<file path="config.mk">
export PLATFORM = sky130hd
export DESIGN_NAME = txreq_ctrl
export DESIGN_NICKNAME = d
export VERILOG_FILES = /design/src/rtl/txreq_pkg.sv /design/src/rtl/txreq_picker.sv /design/src/rtl/txreq_track.sv /design/src/rtl/txreq_flags.sv /design/src/rtl/txreq_ctrl.sv
export SDC_FILE = /design/constraint.sdc
export NUM_CORES = 1
export LEC_CHECK = 0
export CAP_MARGIN = 20
export CORE_MARGIN = 1.5
export CORE_UTILIZATION = 30
export CTS_BUF_LIST = sky130_fd_sc_hd__clkbuf_4 sky130_fd_sc_hd__clkbuf_8
export CTS_CLUSTER_DIAMETER = 120
export CTS_CLUSTER_SIZE = 25
export DETAILED_ROUTE_END_ITERATION = 6
export PLACE_DENSITY = 0.58
export SETUP_SLACK_MARGIN = 0.3
export SLEW_MARGIN = 20
export SYNTH_ARGS = -nofsm -noshare
export SYNTH_HDL_FRONTEND = slang
export SYNTH_HIERARCHICAL = 1
export SYNTH_SLANG_ARGS = --single-unit
</file>
<file path="constraint.sdc">
create_clock -name clk -period 76 [get_ports clk]
set_clock_uncertainty 0.1 [all_clocks]
set_input_delay 15.2 -clock clk [delete_from_list [all_inputs] [get_ports clk]]
set_output_delay 15.2 -clock clk [all_outputs]
set_load 0.05 [all_outputs]
</file>
<file path="src/rtl/txreq_pkg.sv">
package txreq_pkg;
  typedef enum logic {
    ORDER_BY_INDEX = 1'b0,
    ORDER_BY_VALUE = 1'b1
  } order_e;
endpackage

</file>
<file path="src/rtl/txreq_picker.sv">
module txreq_picker #(
  parameter int NUM_MB = 32,
  parameter int PRIO_W = 4,
  localparam int IDX_W = $clog2(NUM_MB)
) (
  input  logic                     clk,
  input  logic                     rst_n,
  input  logic [NUM_MB-1:0]        pend,
  input  txreq_pkg::order_e        mode,
  input  logic [NUM_MB*PRIO_W-1:0] prio_flat,
  output logic [IDX_W-1:0]         pick_idx,
  output logic                     pick_any
);
  // Highest-numbered set bit wins.
  function automatic logic [IDX_W-1:0] pick_by_index(input logic [NUM_MB-1:0] p);
    logic [IDX_W-1:0] best;
    best = '0;
    for (int i = 0; i < NUM_MB; i++)
      if (p[i]) best = IDX_W'(i);
    return best;
  endfunction

  // Lowest value wins; scanning upward with <= lets the higher index take a tie.
  function automatic logic [IDX_W-1:0] pick_by_value(input logic [NUM_MB-1:0] p,
                                                     input logic [NUM_MB*PRIO_W-1:0] pv);
    logic [IDX_W-1:0]  best;
    logic [PRIO_W-1:0] best_v;
    logic              found;
    best = '0;
    best_v = '1;
    found = 1'b0;
    for (int i = 0; i < NUM_MB; i++)
      if (p[i] && (!found || pv[i*PRIO_W +: PRIO_W] <= best_v)) begin
        best   = IDX_W'(i);
        best_v = pv[i*PRIO_W +: PRIO_W];
        found  = 1'b1;
      end
    return best;
  endfunction

  always_comb begin
    pick_any = |pend;
    pick_idx = (mode == txreq_pkg::ORDER_BY_VALUE) ? pick_by_value(pend, prio_flat)
                                                   : pick_by_index(pend);
  end


  pick_is_pending_chk: assert property (@(posedge clk) disable iff (!rst_n)
    pick_any |-> pend[pick_idx]);
endmodule

</file>
<file path="src/rtl/txreq_track.sv">
module txreq_track #(
  parameter int NUM_MB = 32,
  localparam int IDX_W = $clog2(NUM_MB)
) (
  input  logic              clk,
  input  logic              rst_n,
  input  logic              offer_valid,
  input  logic [IDX_W-1:0]  offer_idx,
  input  logic              eng_start,
  input  logic              eng_done,
  input  logic              eng_ok,
  input  logic              rst_we,
  input  logic [NUM_MB-1:0] rst_data,
  input  logic [NUM_MB-1:0] pend,
  output logic              busy,
  output logic [IDX_W-1:0]  fly_idx,
  output logic              clear_fly
);
  logic defer_q;
  logic cancel_hit;
  logic attempt_end;
  logic attempt_begin;

  assign cancel_hit    = busy && rst_we && rst_data[fly_idx];
  assign attempt_end   = busy && eng_done;
  assign attempt_begin = !busy && offer_valid && eng_start;
  assign clear_fly     = attempt_end && (eng_ok || defer_q || cancel_hit);

  always_ff @(posedge clk) begin
    if (!rst_n) begin
      busy    <= 1'b0;
      fly_idx <= '0;
      defer_q <= 1'b0;
    end else begin
      if (attempt_begin) begin
        busy    <= 1'b1;
        fly_idx <= offer_idx;
      end else if (attempt_end) begin
        busy    <= 1'b0;
      end
      if (attempt_end || !busy) defer_q <= 1'b0;
      else if (cancel_hit)      defer_q <= 1'b1;
    end
  end


  fail_keeps_flag_chk: assert property (@(posedge clk) disable iff (!rst_n)
    attempt_end && !eng_ok && !defer_q && !cancel_hit |=> pend[fly_idx]);

  deferred_cancel_holds_chk: assert property (@(posedge clk) disable iff (!rst_n)
    cancel_hit && !eng_done |=> pend[fly_idx]);
endmodule

</file>
<file path="src/rtl/txreq_flags.sv">
module txreq_flags #(
  parameter int NUM_MB = 32,
  localparam int IDX_W = $clog2(NUM_MB)
) (
  input  logic              clk,
  input  logic              rst_n,
  input  logic              set_we,
  input  logic [NUM_MB-1:0] set_data,
  input  logic              rst_we,
  input  logic [NUM_MB-1:0] rst_data,
  input  logic [NUM_MB-1:0] dir_tx,
  input  logic              busy,
  input  logic [IDX_W-1:0]  fly_idx,
  input  logic              clear_fly,
  output logic [NUM_MB-1:0] pend_q
);
  localparam logic [NUM_MB-1:0] TX_CAPABLE = {1'b0, {(NUM_MB-1){1'b1}}};

  logic [NUM_MB-1:0] set_mask;
  logic [NUM_MB-1:0] cancel_mask;
  logic [NUM_MB-1:0] done_mask;
  logic [NUM_MB-1:0] pend_d;

  assign set_mask  = set_we ? (set_data & dir_tx & TX_CAPABLE) : '0;
  assign done_mask = clear_fly ? (NUM_MB'(1) << fly_idx) : '0;

  always_comb begin
    cancel_mask = rst_we ? rst_data : '0;
    if (busy) cancel_mask[fly_idx] = 1'b0;  // in-flight cancel is deferred
  end

  assign pend_d = (pend_q | set_mask) & ~(cancel_mask | done_mask);

  always_ff @(posedge clk) begin
    if (!rst_n) pend_q <= '0;
    else        pend_q <= pend_d;
  end


  top_bit_clear_chk: assert property (@(posedge clk) disable iff (!rst_n)
    !pend_q[NUM_MB-1]);

  rx_never_set_chk: assert property (@(posedge clk) disable iff (!rst_n)
    ((pend_q & ~$past(pend_q)) & ~$past(dir_tx)) == '0);

  no_cpu_clear_chk: assert property (@(posedge clk) disable iff (!rst_n)
    !clear_fly && !rst_we |=> (($past(pend_q) & ~pend_q) == '0));

  clear_wins_chk: assert property (@(posedge clk) disable iff (!rst_n)
    rst_we && !busy |=> ((pend_q & $past(rst_data)) == '0));
endmodule

</file>
<file path="src/rtl/txreq_ctrl.sv">
module txreq_ctrl #(
  parameter int NUM_MB = 32,
  parameter int PRIO_W = 4,
  localparam int IDX_W = $clog2(NUM_MB)
) (
  input  logic                     clk,
  input  logic                     rst_n,
  input  logic                     set_we,
  input  logic [NUM_MB-1:0]        set_data,
  input  logic                     rst_we,
  input  logic [NUM_MB-1:0]        rst_data,
  input  logic [NUM_MB-1:0]        dir_tx,
  input  logic                     prio_mode,
  input  logic [NUM_MB*PRIO_W-1:0] prio_flat,
  input  logic                     eng_start,
  input  logic                     eng_done,
  input  logic                     eng_ok,
  input  logic                     mb_wr_en,
  input  logic [IDX_W-1:0]         mb_wr_idx,
  output logic [NUM_MB-1:0]        pending,
  output logic [IDX_W-1:0]         sel_idx,
  output logic                     sel_valid,
  output logic                     busy,
  output logic                     wr_violation
);
  logic [IDX_W-1:0]  pick_idx;
  logic              pick_any;
  logic [IDX_W-1:0]  fly_idx;
  logic              clear_fly;
  txreq_pkg::order_e mode;

  assign mode = txreq_pkg::order_e'(prio_mode);

  txreq_flags #(.NUM_MB(NUM_MB)) flags_i (
    .clk(clk), .rst_n(rst_n),
    .set_we(set_we), .set_data(set_data),
    .rst_we(rst_we), .rst_data(rst_data),
    .dir_tx(dir_tx), .busy(busy), .fly_idx(fly_idx),
    .clear_fly(clear_fly), .pend_q(pending)
  );

  txreq_picker #(.NUM_MB(NUM_MB), .PRIO_W(PRIO_W)) picker_i (
    .clk(clk), .rst_n(rst_n),
    .pend(pending), .mode(mode), .prio_flat(prio_flat),
    .pick_idx(pick_idx), .pick_any(pick_any)
  );

  txreq_track #(.NUM_MB(NUM_MB)) track_i (
    .clk(clk), .rst_n(rst_n),
    .offer_valid(sel_valid), .offer_idx(sel_idx),
    .eng_start(eng_start), .eng_done(eng_done), .eng_ok(eng_ok),
    .rst_we(rst_we), .rst_data(rst_data), .pend(pending),
    .busy(busy), .fly_idx(fly_idx), .clear_fly(clear_fly)
  );

  assign sel_valid    = !busy && pick_any;
  assign sel_idx      = busy ? fly_idx : pick_idx;
  assign wr_violation = mb_wr_en && pending[mb_wr_idx];


  frozen_offer_chk: assert property (@(posedge clk) disable iff (!rst_n)
    $past(busy) && busy |-> $stable(sel_idx));

  no_offer_busy_chk: assert property (@(posedge clk) disable iff (!rst_n)
    busy |-> !sel_valid);

  pass_clears_chk: assert property (@(posedge clk) disable iff (!rst_n)
    busy && eng_done && eng_ok |=> !pending[$past(sel_idx)]);

  write_guard_chk: assert property (@(posedge clk) disable iff (!rst_n)
    mb_wr_en && pending[mb_wr_idx] |-> wr_violation);
endmodule

</file>
Word level (Yosys, flattened, before mapping) --
Index checks and enable logic that the tools add are counted. Widths: inputs -> output; s select.
Storage, ports and cells: memory bits (writable) 0, register bits after elaboration 39, bits in read-only memories 0, output and inout bits 40, memories 0, bits of input ports 238, latch bits 0, word-level logic and storage cells 294
Cells by class: multiplexer cells 138, equal/unequal tests 0, shifts and indexed selects 1, add/sub/neg operators 0, reductions and logical operators 109, $mul 0, bitwise logic cells 8, magnitude comparators 34, divide/modulo/power cells 0
Operators by type and width (number):
- $mux 4 | 47
- $mux 5 | 34
- $le 4x4->1 | 31
- $mux 32 | 3
- $and 32x32->32 | 2
- $not 32->32 | 2
- $or 32x32->32 | 2
- $logic_and 1x1->1 | 40
- $mux 1 | 38
- $logic_or 1x1->1 | 34
- $logic_not 1->1 | 32
- $reduce_or 32->1 | 1
- $shl 1x5->32 const A | 1
- $and 31x31->31 | 1
- $mux 31 | 1
- $mux 3 | 8
- $lt 5x6->1 const B | 2
- $bmux 1 s5 | 2
- $mux 2 | 4
- $demux 1 s5 | 1
- $ge 5x1->1 const B | 1
- $reduce_bool 2->1 | 1
- $reduce_or 2->1 | 1
- $not 1->1 | 1

Longest topological paths before layout --
depth in word-level cells 127, gate-level depth with buffers 275, mapped depth without buffers 270

Hierarchy --
Netlist, hierarchy kept.
By module, submodules not included:
- txreq_picker | area an instance 7364.6 µm², times used 1, cells each 1113, sequential area each 0.0 µm²
- txreq_flags | area an instance 1687.9 µm², times used 1, cells each 199, sequential area each 640.6 µm²
- txreq_track | area an instance 640.6 µm², times used 1, cells each 62, sequential area each 140.1 µm²
- txreq_ctrl | area an instance 385.4 µm², times used 1, cells each 29, sequential area each 0.0 µm²

Worst setup path before layout --
Ideal clock, no wire load.
path kind input-to-output, start input port prio_flat[1], end output port sel_idx[3], stages 247, data required time 60700 ps, arrival time 60826 ps, buffers on the path 5, path slack -126 ps, cells stage by stage nand2b_1 inv_1 ha_1 a221o_1 a21oi_1 o21ai_0 mux2_2 inv_1 ha_1 a21o_1 o221ai_1 nand2_1 a21oi_1 mux2_2 ha_1 and4_1 a21oi_1 o22ai_1 (+211 left out) a21oi_1 a41o_1 o21ai_1 o2bb2ai_1 a31o_1 ha_1 nor2b_1 o21ai_0 nand2b_1 a21oi_1 a41o_1 o21ai_0 and2_1 nand2_1 inv_1 nand3_2 o22a_1 mux2_2
Between the ends: cells in the longest elaborated chain, start to end 127, elaborated cells on any way between the ends 210, those cells by class order compare (31); mux (87); reduce/logical (92)
RTL lines:
- from (decl) | RTL line txreq_ctrl.sv:14 | input logic [NUM_MB*PRIO_W-1:0] prio_flat,
- $mux 4 * | RTL line txreq_picker.sv:33 | if (p[i] && (!found || pv[i*PRIO_W +: PRIO_W] <= best_v)) begin
- $le 4x4->1 | RTL line txreq_picker.sv:33
- $logic_or 1x1->1 | RTL line txreq_picker.sv:33
- $logic_and 1x1->1 | RTL line txreq_picker.sv:33
- $mux 4 or $mux 1 (tied branches) | RTL line txreq_picker.sv:33
- $le 4x4->1 or $logic_not 1->1 (tied branches) | RTL line txreq_picker.sv:33
- $logic_or 1x1->1 | RTL line txreq_picker.sv:33
- $logic_and 1x1->1 | RTL line txreq_picker.sv:33
- (+112 left out)
- $mux 4 or $mux 1 (tied branches) | RTL line txreq_picker.sv:33
- $le 4x4->1 or $logic_not 1->1 (tied branches) | RTL line txreq_picker.sv:33
- $logic_or 1x1->1 | RTL line txreq_picker.sv:33
- $logic_and 1x1->1 | RTL line txreq_picker.sv:33
- $mux 5 * | RTL line txreq_picker.sv:33
- $mux 5 * | RTL line txreq_picker.sv:43 | pick_idx = (mode == txreq_pkg::ORDER_BY_VALUE) ? pick_by_value(pend, prio_flat)
- via pick_idx[3] | RTL line txreq_ctrl.sv:26 | logic [IDX_W-1:0] pick_idx;
- $mux 5 * | RTL line txreq_ctrl.sv:57 | assign sel_idx = busy ? fly_idx : pick_idx;
- to (decl) | RTL line txreq_ctrl.sv:21 | output logic [IDX_W-1:0] sel_idx,
The timed path passes the listed nets; every way through them passes the cells marked *.

Worst setup path in the final report --
Same ends and word-level chain as after synthesis.

==> results by group <==
Run status
  • Status: finished clean

STA
  • Tcrit/Tclk final: a little over nine tenths
  • Final hold slack: 0.368 ns
  • Worst Tran Pin Value: ~1.0 ns
  • RSZ-0062 raised after global routing: true
  • Max Clock Freq: around 13 MHz
  • Finish-stage setup viols: 0
  • Min cycle time layout: between 70 and 80 ns
  • Final hold vios: 0
  • Final Worst Setup Slack: about 1.1 ns
  • Slew Limit Fails: 0
  • Slew margin rel.: between 30% and 40%

Yosys
  • EDFF count, synth: 0
  • Mapped Cells: 1403
  • Syn. warnings: 6
  • Synthesized Nets: 1742
  • Mean Syn Cell Area: 7.18 µm²
  • Library cells used by synthesis: just over 100
  • Seq/Total Area, Yosys: 7.75%
  • Ys async rst share: 0%
  • Mapped Area: slightly above 0.01 mm²
  • Synth Register Bits: 39
  • Post-synth top flop: dfxtp_1

Global routing
  • Grt ovf: 0
  • Initial antenna violation count: 8
  • Number of global-route vias before repair: roughly 13000
  • Pin count of the biggest net entering global routing: 34
  • Gr usage total: 24.5%
  • First-pass GRT wire length: around 67 mm

Worst setup path
  • Critical path arrival: between 50 and 60 ns
  • CP max-delay cell: a2111oi_0
  • Worst Setup Start Kind: input port
  • Max FO, Critical Path: 8
  • WS Path Type: input port to output port
  • FF-to-FF Start: flags_i/pend_q[0]
  • Required time of the worst setup path: slightly above 60 ns
  • Worst path max stage delay: 0.43 ns
  • Most frequent cell on the critical path: a21o_1
  • Crit. End Element: output port
  • Critical Path Source: prio_flat[1]

Layout
  • Area growth, synth to finish: 75.7%
  • Final std cells w/o fill: about 2400
  • Share of layout cells above drive strength 1: between 30% and 40%
  • Post-route design area: roughly 0.018 mm²
  • Layout net count: between 2000 and 2500

Floorplanning
  • Starting density of the core: a little under a third
  • Die ar.: 0.0347 mm²
  • # rows: between 60 and 70
  • Ports: around 280
  • Die W: ~190 µm
  • Die height: between 150 and 200 µm
  • Core area: 0.0328 mm²

Placement
  • Worst slack, placed: -1.55 ns
  • Cells after DPL: around 2300
  • RePlAce Congestion: around 0.9
  • Final HPWL DP: between 30 and 40 mm
  • Cell Area, Placed: roughly 0.015 mm²
  • I/O Buffers: about 280

Routing
  • Post-DRT Antenna Nets: 0
  • Via/cell ratio: ~5.6
  • Met2 routed WL: between 20 and 25 mm
  • Iter 0 DRT Violations: ~950
  • Metal3 WL: 2.46 mm
  • Drt total wl: approximately 47 mm
  • TritonRoute pass-1 iters: 5
  • Number of remaining DRC errors: 0
  • Max Used Layer: met4
  • Routed vias: around 14000
  • Met1 WL: 20.6 mm
  • Drt wl/cell: between 15 and 20 µm

Worst hold path
  • Hold Path Class: flop to flop
  • Hold Path Origin: track_i/defer_q

Pwr
  • Leak: about 7.5 nW
  • Power per cell area: around 21 mW/mm²
  • Peak supply drop: about 0.014 mV

Clock network
  • Clk pin slew, worst setup/hold paths: 0.08 ns
  • Htree depth: 2
  • Clock Latency Late Sink: 0.29 ns
  • CTS tree: yes
  • CTS Buf Count: 5
  • Clock Path Buffers: 2
  • Hold buffers post-CTS: 0
  • Clock Sinks: 39
  • Clock root buffer: clkbuf_8

Job
  • Max-cap violations: 0
## cells in the mapped netlist (11+ instances only)
cell,count,area (µm²)
a211oi_1,14,105
a21boi_0,11,82.6
a21o_1,38,285
a21oi_1,72,360
a311oi_1,37,324
a31oi_1,55,344
and2_1,12,75.1
and3_1,18,113
clkbuf_1,27,101
dfxtp_1,39,781
ha_1,101,1260
inv_1,114,428
mux2_2,33,372
mux2i_1,27,270
nand2_1,136,510
nand2b_1,25,156
nand3_1,39,195
nand3b_1,11,82.6
nand4_1,13,81.3
nor2_1,93,349
nor2b_1,15,93.8
nor3_1,26,130
nor4_1,14,87.6
o211ai_1,11,82.6
o21a_1,32,240
o21ai_0,125,626
o21bai_1,11,82.6
o22ai_1,13,81.3
o31ai_1,18,135
or3_1,13,81.3
## flip-flops by register name, indices dropped and copies added (netlist names)
name             cells
flags_i/pend_q      32
track_i/busy         1
track_i/defer_q      1
track_i/fly_idx      5
## where the power goes
part | internal (mW) | total [mW] | leakage, nW | switching (mW)
clock network | 0.0106 | 0.0184 | 0.0612 | 0.00778
logic | 0.174 | 0.333 | 7.08 | 0.158
registers | 0.0216 | 0.0269 | 0.318 | 0.00526
## worst max-delay path: cells and delay by family
family / cells / cell delay, ns
compound gates: 130 / 21.88
fa+ha+maj: 31 / 7.84
buf+inv: 42 / 5.31
simple gates: 41 / 5.12
mux: 15 / 4.17
## placed cells by master (no fill, tap or decap), types with 22 or more instances in the layout
| cell type | count |
|---|---|
| a311oi_1 | 33 |
| o21ai_0 | 87 |
| a31oi_1 | 46 |
| o21ai_2 | 23 |
| clkdlybuf4s50_1 | 263 |
| buf_6 | 24 |
| mux2_4 | 23 |
| inv_1 | 94 |
| a21oi_2 | 26 |
| buf_4 | 319 |
| nand3_1 | 34 |
| a21o_1 | 37 |
| ha_4 | 38 |
| nor2_1 | 78 |
| nand2b_1 | 22 |
| o21a_1 | 32 |
| a21oi_1 | 45 |
| nand2_1 | 115 |
| ha_1 | 56 |
| dfxtp_1 | 39 |
## final cells by class
| cell class | instances | area, µm² |
|---|---|---|
| well taps | 442 | 553 |
| inverters | 114 | 440 |
| fillers | 3108 | 15100 |
| clock inverters | 2 | 35.0 |
| diodes | 9 | 22.5 |
| flip-flops and latches | 39 | 781 |
| multi-input cells | 1202 | 10300 |
| clock buffers | 6 | 82.6 |
| repair buffers | 617 | 5450 |
## cell families (layout without fill, tap and decap cells)
logic type	Yosys count	in the layout	synth area share [%]
compound gates	552	552	38.7
xor+xnor	4	4	0.348
fa+ha+maj	101	101	12.5
buf+inv	162	739	7.08
flops	39	39	7.75
mux	72	72	9.20
other cells	0	9	0
simple gates	473	473	24.4
## final timing paths
path	slack (ns)	end	cells after the start
setup reg to reg	30.91	track_i/fly_idx[2]	261
setup / recovery	1.09	sel_idx[3]	259
hold / removal	0.37	track_i/defer_q	2
hold reg to reg	0.37	track_i/defer_q	2
## routing by layer
layer | up-vias | global-route usage (%)
li1 | 6617 | -
met1 | 6535 | 32.3
met2 | 424 | 41.8
met3 | 74 | 2.92
met4 | 0 | 7.10
met5 | - | 0
## through the flow
step                      TNS (ns)  util, %  total power, mW
after global routing         -5.87     54.0            0.406
after CTS                        0     47.9            0.312
after floorplan                  0        -            0.171
after detailed placement     -7.41     45.7            0.274
final                            0     54.0            0.378
after global placement       -3.45     45.7            0.269
## repair_timing
item                                   CTS  global route
endpoints found under the hold margin    0             0
setup endpoints to repair                5             5
setup buffers                           27            68
pin swaps                               29           220
gates resized for setup                 90           320
gates cloned                             1             0
Note: power is estimated with default switching activity, not from simulation.
